[src/rtl/pwm_buf_pkg.sv]
package pwm_buf_pkg;
  localparam int unsigned ADDR_W    = 12;
  localparam int unsigned DATA_W    = 32;
  localparam int unsigned CH_STRIDE = 32;
  localparam int unsigned STRIDE_LG = $clog2(CH_STRIDE);

  localparam logic [ADDR_W-1:0] A_ENA   = 12'h004;
  localparam logic [ADDR_W-1:0] A_DIS   = 12'h008;
  localparam logic [ADDR_W-1:0] A_IMASK = 12'h010;
  localparam logic [ADDR_W-1:0] A_STAT  = 12'h01C;
  localparam logic [ADDR_W-1:0] CH_BASE = 12'h200;

  localparam logic [STRIDE_LG-1:0] O_PER_LIVE  = 5'h00;
  localparam logic [STRIDE_LG-1:0] O_PER_PEND  = 5'h04;
  localparam logic [STRIDE_LG-1:0] O_DUTY_LIVE = 5'h08;
  localparam logic [STRIDE_LG-1:0] O_DUTY_PEND = 5'h0C;
endpackage

[src/rtl/pwm_buf_channel.sv]
module pwm_buf_channel #(
  parameter int unsigned CNT_W = 16
) (
  input  logic             clk,
  input  logic             rst,
  input  logic             en,
  input  logic             wr_per,
  input  logic             wr_duty,
  input  logic [CNT_W-1:0] wdata,
  output logic [CNT_W-1:0] per_live,
  output logic [CNT_W-1:0] per_pend,
  output logic [CNT_W-1:0] duty_live,
  output logic [CNT_W-1:0] duty_pend,
  output logic             wrap,
  output logic             pwm_q
);
  logic [CNT_W-1:0] cnt;
  logic [CNT_W:0]   cnt_inc;
  logic             reload;

  // end of period: next count would reach the live period
  assign cnt_inc = {1'b0, cnt} + 1'b1;
  assign wrap    = en && (cnt_inc >= {1'b0, per_live});
  assign reload  = !en || wrap;

  always_ff @(posedge clk) begin
    if (rst) begin
      per_pend  <= '0;
      duty_pend <= '0;
    end else begin
      if (wr_per)  per_pend  <= wdata;
      if (wr_duty) duty_pend <= wdata;
    end
  end

  always_ff @(posedge clk) begin
    if (rst) begin
      per_live  <= '0;
      duty_live <= '0;
      cnt       <= '0;
    end else if (reload) begin
      per_live  <= per_pend;
      duty_live <= duty_pend;
      cnt       <= '0;
    end else begin
      cnt <= cnt_inc[CNT_W-1:0];
    end
  end

  always_ff @(posedge clk) begin
    if (rst) pwm_q <= 1'b0;
    else     pwm_q <= en && (cnt < duty_live);
  end
endmodule

[src/rtl/pwm_buf_status.sv]
module pwm_buf_status #(
  parameter int unsigned NCH = 4
) (
  input  logic           clk,
  input  logic           rst,
  input  logic [NCH-1:0] set_vec,
  input  logic           clr,
  input  logic [NCH-1:0] mask,
  output logic [NCH-1:0] stat,
  output logic           irq_q
);
  always_ff @(posedge clk) begin
    if (rst) begin
      stat  <= '0;
      irq_q <= 1'b0;
    end else begin
      stat  <= (clr ? '0 : stat) | set_vec;
      irq_q <= |(stat & mask);
    end
  end
endmodule

[src/rtl/pwm_buf_top.sv]
module pwm_buf_top
  import pwm_buf_pkg::*;
#(
  parameter int unsigned NCH   = 4,
  parameter int unsigned CNT_W = 16
) (
  input  logic              clk,
  input  logic              rst,
  input  logic              bus_wr,
  input  logic              bus_rd,
  input  logic [ADDR_W-1:0] bus_addr,
  input  logic [DATA_W-1:0] bus_wdata,
  output logic [DATA_W-1:0] bus_rdata,
  output logic [NCH-1:0]    pwm_out,
  output logic              irq
);
  localparam int unsigned SPAN = NCH * CH_STRIDE;

  logic [NCH-1:0]            en_q;
  logic [NCH-1:0]            mask_q;
  logic [NCH-1:0]            stat_q;
  logic [NCH-1:0]            start_vec;
  logic [NCH-1:0][CNT_W-1:0] per_live_w, per_pend_w, duty_live_w, duty_pend_w;

  logic [ADDR_W-1:0]    ch_rel, ch_sel;
  logic [STRIDE_LG-1:0] ch_off;
  logic                 ch_hit;
  logic                 stat_rd;
  logic [DATA_W-1:0]    rd_mux;
  logic                 unused_wdata;

  assign unused_wdata = ^bus_wdata;
  assign ch_rel  = bus_addr - CH_BASE;
  assign ch_hit  = (bus_addr >= CH_BASE) && ({20'd0, ch_rel} < SPAN);
  assign ch_sel  = ch_rel >> STRIDE_LG;
  assign ch_off  = ch_rel[STRIDE_LG-1:0];
  assign stat_rd = bus_rd && (bus_addr == A_STAT);

  always_ff @(posedge clk) begin
    if (rst) begin
      en_q   <= '0;
      mask_q <= '0;
    end else if (bus_wr) begin
      if (bus_addr == A_ENA)   en_q   <= en_q | bus_wdata[NCH-1:0];
      if (bus_addr == A_DIS)   en_q   <= en_q & ~bus_wdata[NCH-1:0];
      if (bus_addr == A_IMASK) mask_q <= bus_wdata[NCH-1:0];
    end
  end

  for (genvar i = 0; i < NCH; i++) begin : g_ch
    logic sel;
    assign sel = bus_wr && ch_hit && (ch_sel == ADDR_W'(i));
    pwm_buf_channel #(.CNT_W(CNT_W)) u_ch (
      .clk      (clk),
      .rst      (rst),
      .en       (en_q[i]),
      .wr_per   (sel && (ch_off == O_PER_PEND)),
      .wr_duty  (sel && (ch_off == O_DUTY_PEND)),
      .wdata    (bus_wdata[CNT_W-1:0]),
      .per_live (per_live_w[i]),
      .per_pend (per_pend_w[i]),
      .duty_live(duty_live_w[i]),
      .duty_pend(duty_pend_w[i]),
      .wrap     (start_vec[i]),
      .pwm_q    (pwm_out[i])
    );
  end

  pwm_buf_status #(.NCH(NCH)) u_stat (
    .clk    (clk),
    .rst    (rst),
    .set_vec(start_vec),
    .clr    (stat_rd),
    .mask   (mask_q),
    .stat   (stat_q),
    .irq_q  (irq)
  );

  always_comb begin
    rd_mux = '0;
    if (bus_addr == A_ENA)   rd_mux = DATA_W'(en_q);
    if (bus_addr == A_IMASK) rd_mux = DATA_W'(mask_q);
    if (bus_addr == A_STAT)  rd_mux = DATA_W'(stat_q);
    for (int i = 0; i < NCH; i++) begin
      if (ch_hit && ch_sel == ADDR_W'(i)) begin
        case (ch_off)
          O_PER_LIVE:  rd_mux = DATA_W'(per_live_w[i]);
          O_PER_PEND:  rd_mux = DATA_W'(per_pend_w[i]);
          O_DUTY_LIVE: rd_mux = DATA_W'(duty_live_w[i]);
          O_DUTY_PEND: rd_mux = DATA_W'(duty_pend_w[i]);
          default:     rd_mux = '0;
        endcase
      end
    end
  end

  always_ff @(posedge clk) begin
    if (rst) bus_rdata <= '0;
    else     bus_rdata <= bus_rd ? rd_mux : '0;
  end
endmodule

[config.mk]
export PLATFORM = sky130hd
export DESIGN_NAME = pwm_buf_top
export DESIGN_NICKNAME = d
export VERILOG_FILES = /design/src/rtl/pwm_buf_pkg.sv /design/src/rtl/pwm_buf_channel.sv /design/src/rtl/pwm_buf_status.sv /design/src/rtl/pwm_buf_top.sv
export SDC_FILE = /design/constraint.sdc
export NUM_CORES = 1
export LEC_CHECK = 0
export ABC_CLOCK_PERIOD_IN_PS = 4100
export BUFFER_PORTS_ARGS = -buffer_cell sky130_fd_sc_hd__buf_4
export CAP_MARGIN = 20
export CORE_MARGIN = 2
export CORE_UTILIZATION = 55
export DETAILED_ROUTE_END_ITERATION = 12
export PLACE_DENSITY = 0.76
export SLEW_MARGIN = 30
export SYNTH_ARGS = -nofsm -noshare
export SYNTH_HDL_FRONTEND = slang
export SYNTH_SLANG_ARGS = --single-unit
export TNS_END_PERCENT = 1
[constraint.sdc]
create_clock -name clk -period 4.1 [get_ports clk]
set_input_delay 0.41 -clock clk [delete_from_list [all_inputs] [get_ports clk]]
set_output_delay 0.41 -clock clk [all_outputs]
set_load 0.01 [all_outputs]
## After elaboration in Yosys (flattened, before gate mapping)

Cells that the tools add are included.

- $add $sub $neg: 5
- Order comparisons: 10
- Equal/unequal tests: 10
- Muxes and demuxes: 14
- Bitwise operators: 6
- Reductions and logical operators: 46

Operators with widths:

| operator | count |
|---|---|
| $pmux W16 S4 | 4 |
| $mux W32 | 6 |
| $add A16 B1 Y17 const B | 4 |
| $ge A17 B16 Y1 | 4 |
| $lt A16 B16 Y1 | 4 |
| $logic_and A1 B1 Y1 | 27 |
| $eq A12 B5 Y1 const B | 2 |
| $mux W4 | 4 |
| $eq A7 B2 Y1 const B | 2 |
| $eq A12 B3 Y1 const B | 1 |
| $eq A12 B4 Y1 const B | 1 |
| $ge A12 B10 Y1 const B | 1 |
| $logic_not A12 Y1 | 1 |
| $lt A12 B8 Y1 const B | 1 |
| $sub A12 B10 Y12 const B | 1 |
| $eq A5 B4 Y1 const B | 2 |
| $reduce_or A2 Y1 | 5 |
| $and A4 B4 Y4 | 2 |
| $or A4 B4 Y4 | 2 |
| $eq A7 B1 Y1 const B | 1 |
| $eq A5 B3 Y1 const B | 1 |
| $logic_not A5 Y1 | 1 |
| $logic_not A1 Y1 | 4 |
| $logic_or A1 B1 Y1 | 4 |
| other kinds (5) | 6 |

- Register bits: 369
- Word-level logic and storage cells: 120

## Logic depth before layout (Yosys ltp)

Gate-level depths: netlist of the first run.

- Depth after elaboration: 8
- Gate-level depth with buffers: 15

## Hierarchy

A second synthesis of the first run with hierarchy kept.

- Cell total of the unflattened synthesis: 2052
- Area total of the unflattened synthesis: 19791.5 um^2

Modules (own cells, without submodules):

| module | instances | cells each | area each (um^2) | seq. area each (um^2) |
|---|---|---|---|---|
| pwm_buf_channel at g_ch[0].u_ch ... | 2 | 429 | 4095.2 | 1621.6 |
| pwm_buf_channel at g_ch[3].u_ch | 1 | 424 | 4101.4 | 1621.6 |
| pwm_buf_channel at g_ch[2].u_ch | 1 | 426 | 4048.9 | 1621.6 |
| pwm_buf_top | 1 | 324 | 3270.6 | 480.5 |
| pwm_buf_status | 1 | 20 | 180.2 | 100.1 |

## Worst setup path before layout of the first run

Ideal clock, no wire load.

- Kind: reg2reg
- Start: reg g_ch[2].u_ch.cnt[0]
- End: reg g_ch[2].u_ch.cnt[10]
- Library setup time: 128 ps
- Data arrival time: 3164 ps
- Data required time: 3972 ps
- Slack: 808 ps
- Cell stages (with the launch flop): 15
- Path buffers: 1
- Cells stage by stage: dfxtp_1 -> ha_1 -> and3_1 -> nor3b_1 -> nand2_1 -> nor2_1 -> xor2_1 -> ha_1 -> nand4_1 -> or4_1 -> a211o_1 -> a31oi_1 -> or3_1 -> clkbuf_1 -> nor2b_1

- Cells in the longest elaborated chain, start to end: 5

RTL lines:

| element | RTL line | source |
|---|---|---|
| start, declared | pwm_buf_channel.sv:17 | `logic [CNT_W-1:0] cnt;` |
| start signal, assigned | pwm_buf_channel.sv:46 | `cnt <= cnt_inc[CNT_W-1:0];` |
| $add A16 B1 Y17 | pwm_buf_channel.sv:22 | `assign cnt_inc = {1'b0, cnt} + 1'b1;` |
| via g_ch[2].u_ch.cnt_inc[12] | pwm_buf_channel.sv:18 | `logic [CNT_W:0] cnt_inc;` |
| $ge A17 B16 Y1 | pwm_buf_channel.sv:23 | `assign wrap = en && (cnt_inc >= {1'b0, per_live});` |
| $logic_and A1 B1 Y1 | pwm_buf_channel.sv:23 |  |
| $logic_or A1 B1 Y1 | pwm_buf_channel.sv:24 | `assign reload = !en \|\| wrap;` |
| $reduce_or A2 Y1 (no line) | -- |  |

The timed path passes the listed nets, and every way through them passes these cells.
A chain may end at the register's enable or synchronous reset.

## Worst setup path in the final report of the first run

- Start: reg g_ch[3].u_ch.cnt[2]
- End: reg g_ch[3].u_ch.cnt[10]

- Cells in the longest elaborated chain, start to end: 5

RTL lines:

| element | RTL line |
|---|---|
| start, declared | pwm_buf_channel.sv:17 |
| start signal, assigned | pwm_buf_channel.sv:46 |
| $add A16 B1 Y17 | pwm_buf_channel.sv:22 |
| via g_ch[3].u_ch.cnt_inc[11] | pwm_buf_channel.sv:18 |
| $ge A17 B16 Y1 | pwm_buf_channel.sv:23 |
| $logic_and A1 B1 Y1 | pwm_buf_channel.sv:23 |
| $logic_or A1 B1 Y1 | pwm_buf_channel.sv:24 |
| $reduce_or A2 Y1 (no line) | -- |

The timed path passes the listed nets, and every way through them passes these cells.

==> results.toml, run 1 <==
[outcome]
outcome = "finished clean"

[timing]
maxSlewHeadroom = 0.396
finalWorstPathRequiredPeriod_ps = 3740
timing.final.hold_violations = 0
slew_violations = 0
fin_crit_sh = 0.913
rsz0062_at_grt = "false"
finClkSkew_ps = 24.6
fmax_ghz = 0.267
fin_tns_setup_ps = 0
worstMarginPinSlew_ps = 906
finalSetupViolations = 0
timing.final.ws_setup_ps = 359

[synthesis]
muxShareOfSynthArea = 0.170
ys_ff_latch = 353
synth_simple_gate_area_frac = 0.182
netlist_instances = 2139
synth_edf_count = 0
ys.flop_type = "dfxtp_1"
synthDistinctLibCells = 63
syn_area_sq_um = 18700
synthXorXnorAreaFrac = 0.0267
ys_seq_area_frac = 0.377
synth_area_per_cell_sq_um = 8.76
synth_compound_area_frac = 0.0900
yosysWarnings = 0
async_reset_ff_frac = 0
synth-adder-area-share = 0.0868
synth_top_family_by_area = "simple AND/OR/NAND/NOR gates"

[routing]
drc = 0
vias = 15100
drtAntennaViolNets = 0
totalWireLength_um = 50300
wl_per_cell_um = 19.3
drtIter0Drc = 1222
vias_per_cell = 5.82
dr.pass1.iters = 6

[die]
num_io_pins = 85
die-area_sq_um = 35500
row_count = 67
core_area_sq_um = 33500
start_util = 0.559
die_h_um = 189
die_w_um = 189

[setup_path]
cp_data_required_time_ps = 4560
startpoint_type = "flop"
worstPathArrival_ps = 4200
cp_max_fo = 16
crit_path_end_kind = "flop"
timing.rr.start = "g_ch[3].u_ch.cnt[2]"
criticalPathCategory = "flop to flop"
startpoint = "g_ch[3].u_ch.cnt[2]"

[global_route]
grt_pass1_wl_um = 79200
grt_max_degree = 101
antenna_found_initial = 0
grt_pass1_vias = 14700
track_usage = 0.280
grt_overflow = 0

[clock_network]
cts_buffers = 38
clk-insertion-delay-late_ps = 540
clkSinkCount = 353
clockRootBuffer = "clkbuf_16"
clockBufferDepth = 3
clkTransAtPathRegs_ps = 60
cts-resized-gates = 0
cts.htree.levels = 2
cts_tree = "built"
postCtsSetupBuffers = 0
hold_buffers = 0

[power]
p_sw_uw = 1620
power_uw = 7160
pwr-share-seq = 0.479
pwr-share-clk = 0.484
p_int_uw = 5540
power_leakage_uw = 0.00795
powerDensity_nw_per_um2 = 348
peakVddDrop_mv = 0.268
switching_share = 0.226
combPwrFrac = 0.037

[layout]
finalNetCount = 2304
syn2layout_area_growth_pct = 9.87
instances_no_fill = 2601
n_antenna_cell = 0
drive_gt1_frac = 0.0892

[place]
dpl.cell_count = 2534
post-place-ws_ps = 312
hpwl_um = 35500
gp_congestion = 0.965
io_buffers = 52

[worst_hold_path]
hp-class = "input port to flop"
min_from = "bus_wdata[14]"

[run]
maxCapViolations = 0
-- power groups by stage --
stage / combinational [uW] / clock [uW] / sequential, uW
2_1_floorplan: 167 / 0 / 3510
3_3_place_gp: 253 / 0 / 3510
3_5_place_dp: 256 / 0 / 3510
4_1_cts: 257 / 3500 / 3430
5_1_grt: 275 / 3630 / 3430
6_report: 265 / 3470 / 3430
-- logic make-up after synthesis --
logic type / Yosys count
adder cells (fa/ha/maj): 130
flip-flops: 353
buffers and inverters: 295
other: 1
AND/OR/NAND/NOR: 750
XOR/XNOR: 57
multiplexers: 281
AO/OA/AOI/OAI: 272
-- metrics by stage --
stage	util	hold slack, ps	area (sq um)
floorplan	-	438	18800
CTS	0.613	218	20600
finish	0.614	235	20600
global route	0.614	224	20600
global placement	0.575	444	19300
detailed placement	0.576	458	19300
-- metal layers --
layer | up-vias | part of all wire | GRT usage | wire length, um
met5 | - | 0 | 0 | 0
met4 | 0 | 0.050 | 0.133 | 2520
met3 | 143 | 0.063 | 0.0438 | 3190
met2 | 525 | 0.46 | 0.457 | 22900
met1 | 7252 | 0.43 | 0.362 | 21600
li1 | 7222 | - | - | -
-- area by class of cell --
cell class                      instances  area [sq um]
Multi-Input combinational cell       1506         10500
Clock inverter                         12           123
Inverter                              147           557
Clock buffer                           55          1140
Sequential cell                       353          7070
Tap cell                              448           561
Timing Repair Buffer                   80           642
Fill cell                            2845         13000
-- cell usage in the layout, fill, tap and decap left out, drive strengths merged, types with 31 or more instances in the layout --
cell and n:
clkbuf 55, ha 130, buf 80, dfxtp 353, nand2 341, a21oi 98
o21ai 66, mux2i 252, xnor2 31, inv 148, nor2 192, nor2b 62
nand4 37, nand3 34
-- registers in the layout (all words and copies together), names as in the netlist, named ones only --
signal,cells
g_ch.u_ch.duty_pend,64
g_ch.u_ch.duty_live,64
u_stat.irq_q,1
mask_q,4
g_ch.u_ch.pwm_q,4
g_ch.u_ch.cnt,64
u_stat.stat,4
g_ch.u_ch.per_live,64
g_ch.u_ch.per_pend,64
bus_rdata,16
-- worst max-delay path, cell delays in order, from the launching register on --
cell and delay [ps]:
dfxtp_1 440, and4_1 270, and3_1 250, nand4_1 220, nor2_1 190, xor2_1 240, ha_1 290, nand4_1 170
nor4_1 80, a2111oi_1 380, a41oi_1 250, or3_1 660, nor2b_1 220
-- final timing paths --
path	cells after the start	slack, ps	to
min	3	230	g_ch[2].u_ch.duty_pend[14]
min reg2reg	2	460	g_ch[2].u_ch.duty_live[4]
max	12	360	g_ch[3].u_ch.cnt[10]
max reg2reg	12	360	g_ch[3].u_ch.cnt[10]
-- synth_stat cells, drive strengths merged, types with 7 or more instances --
master | instances | share of area
a221oi | 9 | 0.0042
ha | 130 | 0.087
nand4 | 37 | 0.012
and3 | 14 | 0.0047
a21o | 16 | 0.0064
o22ai | 11 | 0.0037
nand2b | 16 | 0.0057
a221o | 11 | 0.0059
buf | 59 | 0.020
xor2 | 26 | 0.012
nor3 | 13 | 0.0035
mux4 | 29 | 0.035
inv | 147 | 0.029
or2 | 8 | 0.0027
o21ai | 66 | 0.018
nor2b | 62 | 0.021
xnor2 | 31 | 0.014
mux2i | 252 | 0.13
nand3 | 34 | 0.0091
a211oi | 12 | 0.0048
clkbuf | 89 | 0.018
nor4 | 7 | 0.0027
nand2 | 341 | 0.068
dfxtp | 353 | 0.38
a22oi | 16 | 0.0064
nor2 | 192 | 0.042
a21oi | 98 | 0.026
No activity file was read; power rests on OpenSTA's default activity.
==> run 2, diff against run 1 <==
--- a/config.mk
+++ b/config.mk
@@ -9,9 +9,10 @@
 export BUFFER_PORTS_ARGS = -buffer_cell sky130_fd_sc_hd__buf_4
 export CAP_MARGIN = 20
 export CORE_MARGIN = 2
-export CORE_UTILIZATION = 55
+export CORE_UTILIZATION = 50
 export DETAILED_ROUTE_END_ITERATION = 12
-export PLACE_DENSITY = 0.76
+export HOLD_SLACK_MARGIN = 0.08
+export PLACE_DENSITY = 0.71
 export SLEW_MARGIN = 30
 export SYNTH_ARGS = -nofsm -noshare
 export SYNTH_HDL_FRONTEND = slang
==> run 2 against run 1 <==
Against the previous run:
- worst setup slack gained 12 ps
- sequential share of layout area shrank 0.15 points
- critical path depth grew 2
- via count shrank 1.1%
- die area grew 9.8%
==> results.toml, run 2 (synthesized netlist as in run 1, its figures left out) <==
[outcome]
outcome = "finished clean"

[clock_network]
clockRootBuffer = "clkbuf_16"
cts.htree.levels = 2
cts_tree = "built"
clkSinkCount = 353
hold_buffers = 0
clk-insertion-delay-late_ps = 560
cts_buffers = 39
clockBufferDepth = 3
clkTransAtPathRegs_ps = 60

[layout]
final_common_cell = "dfxtp_1"
fin_util = 0.562
syn2layout_area_growth_pct = 10.4
finalNetCount = 2311
n_antenna_cell = 0
final_cell_mix = "dfxtp_1, nand2_1, mux2i_1"
drive_gt1_frac = 0.0912

[die]
die-area_sq_um = 39000
num_io_pins = 85
core_area_sq_um = 36800
die_h_um = 198
start_util = 0.509
row_count = 70
die_w_um = 198

[global_route]
antenna_found_initial = 1
grt_pass1_vias = 14600
track_usage = 0.261
grt_pass1_wl_um = 79500
grt_overflow = 0
grt_max_degree = 91

[routing]
drc = 0
wl_per_cell_um = 19.2
drtAntennaViolNets = 0
drtIter0Drc = 967
vias_per_cell = 5.70
totalWireLength_um = 50400
vias = 15000
dr.pass1.iters = 5

[setup_path]
startpoint = "g_ch[2].u_ch.cnt[0]"
timing.rr.start = "g_ch[2].u_ch.cnt[0]"
crit_path_end_kind = "flop"
startpoint_type = "flop"
criticalPathCategory = "flop to flop"
cp_data_required_time_ps = 4570
r2r_cells = 14
cp_max_fo = 22
worstPathArrival_ps = 4200

[power]
power_leakage_uw = 0.00800
peakVddDrop_mv = 0.229
powerDensity_nw_per_um2 = 350
power_uw = 7240

[worst_hold_path]
holdPathStages = 2
hp-class = "input port to flop"
min_from = "rst"

[place]
gp_congestion = 0.892
post-place-ws_ps = 406
io_buffers = 52
hpwl_um = 36000

[timing]
fmax_ghz = 0.268
holdWs_ps = 136
finClkSkew_ps = 15.6
finalSetupViolations = 0
timing.final.hold_violations = 0
finalWorstPathRequiredPeriod_ps = 3730
worstMarginPinSlew_ps = 832
slew_violations = 0
timing.final.ws_setup_ps = 371
maxSlewHeadroom = 0.446
fin_crit_sh = 0.910

[run]
maxCapViolations = 0
## run 2: what timing repair did
item,CTS,global route
setup buffers,0,0
gates resized for setup,0,2
setup endpoints to repair,0,45
## run 2: final cells by class
type	instances	area, sq um
clock inverters	9	76.3
repair buffers	86	687
multi-input cells	1506	10500
fillers	3289	16100
clock buffers	60	1220
well taps	468	586
inverters	147	557
flip-flops and latches	353	7070
## run 2: metal layers
metal,up-vias,share of wire,GRT usage
li1,7233,-,-
met1,7207,0.44,0.338
met3,132,0.054,0.0425
met4,0,0.048,0.124
met5,-,0,0
met2,406,0.46,0.425
## run 2: final timing paths
path	slack (ps)	to
worst max register to register	370	g_ch[2].u_ch.duty_live[10]
worst min-delay path	140	g_ch[2].u_ch.per_pend[6]
worst max-delay path	370	g_ch[2].u_ch.duty_live[10]
worst min register to register	460	g_ch[2].u_ch.duty_live[11]
## run 2: power by group
| part | switching [uW] | internal (uW) |
|---|---|---|
| clock | 1450 | 2100 |
| sequential | 0.0755 | 3430 |
| combinational | 202 | 59.9 |
## run 2: worst max-delay path, stage by stage, from the launching register on
cell     delay, ps
dfxtp_1        390
ha_1           270
and3_1         190
nor3b_1        280
nand2_1        130
nor2_1         140
xor2_1         100
ha_1           320
nand4_1        170
or4_1          540
a211o_1        240
a31oi_1        340
nor3b_2        120
buf_12         190
mux2i_1        200
## run 2: metrics by stage
stage,instances,TNS (ps),cell area [sq um]
6_report,2629,0,20700
5_1_grt,2629,-0.456,20700
4_1_cts,2629,0,20700
3_5_place_dp,2560,0,19400
3_3_place_gp,2559,0,19400
2_1_floorplan,2154,0,18800
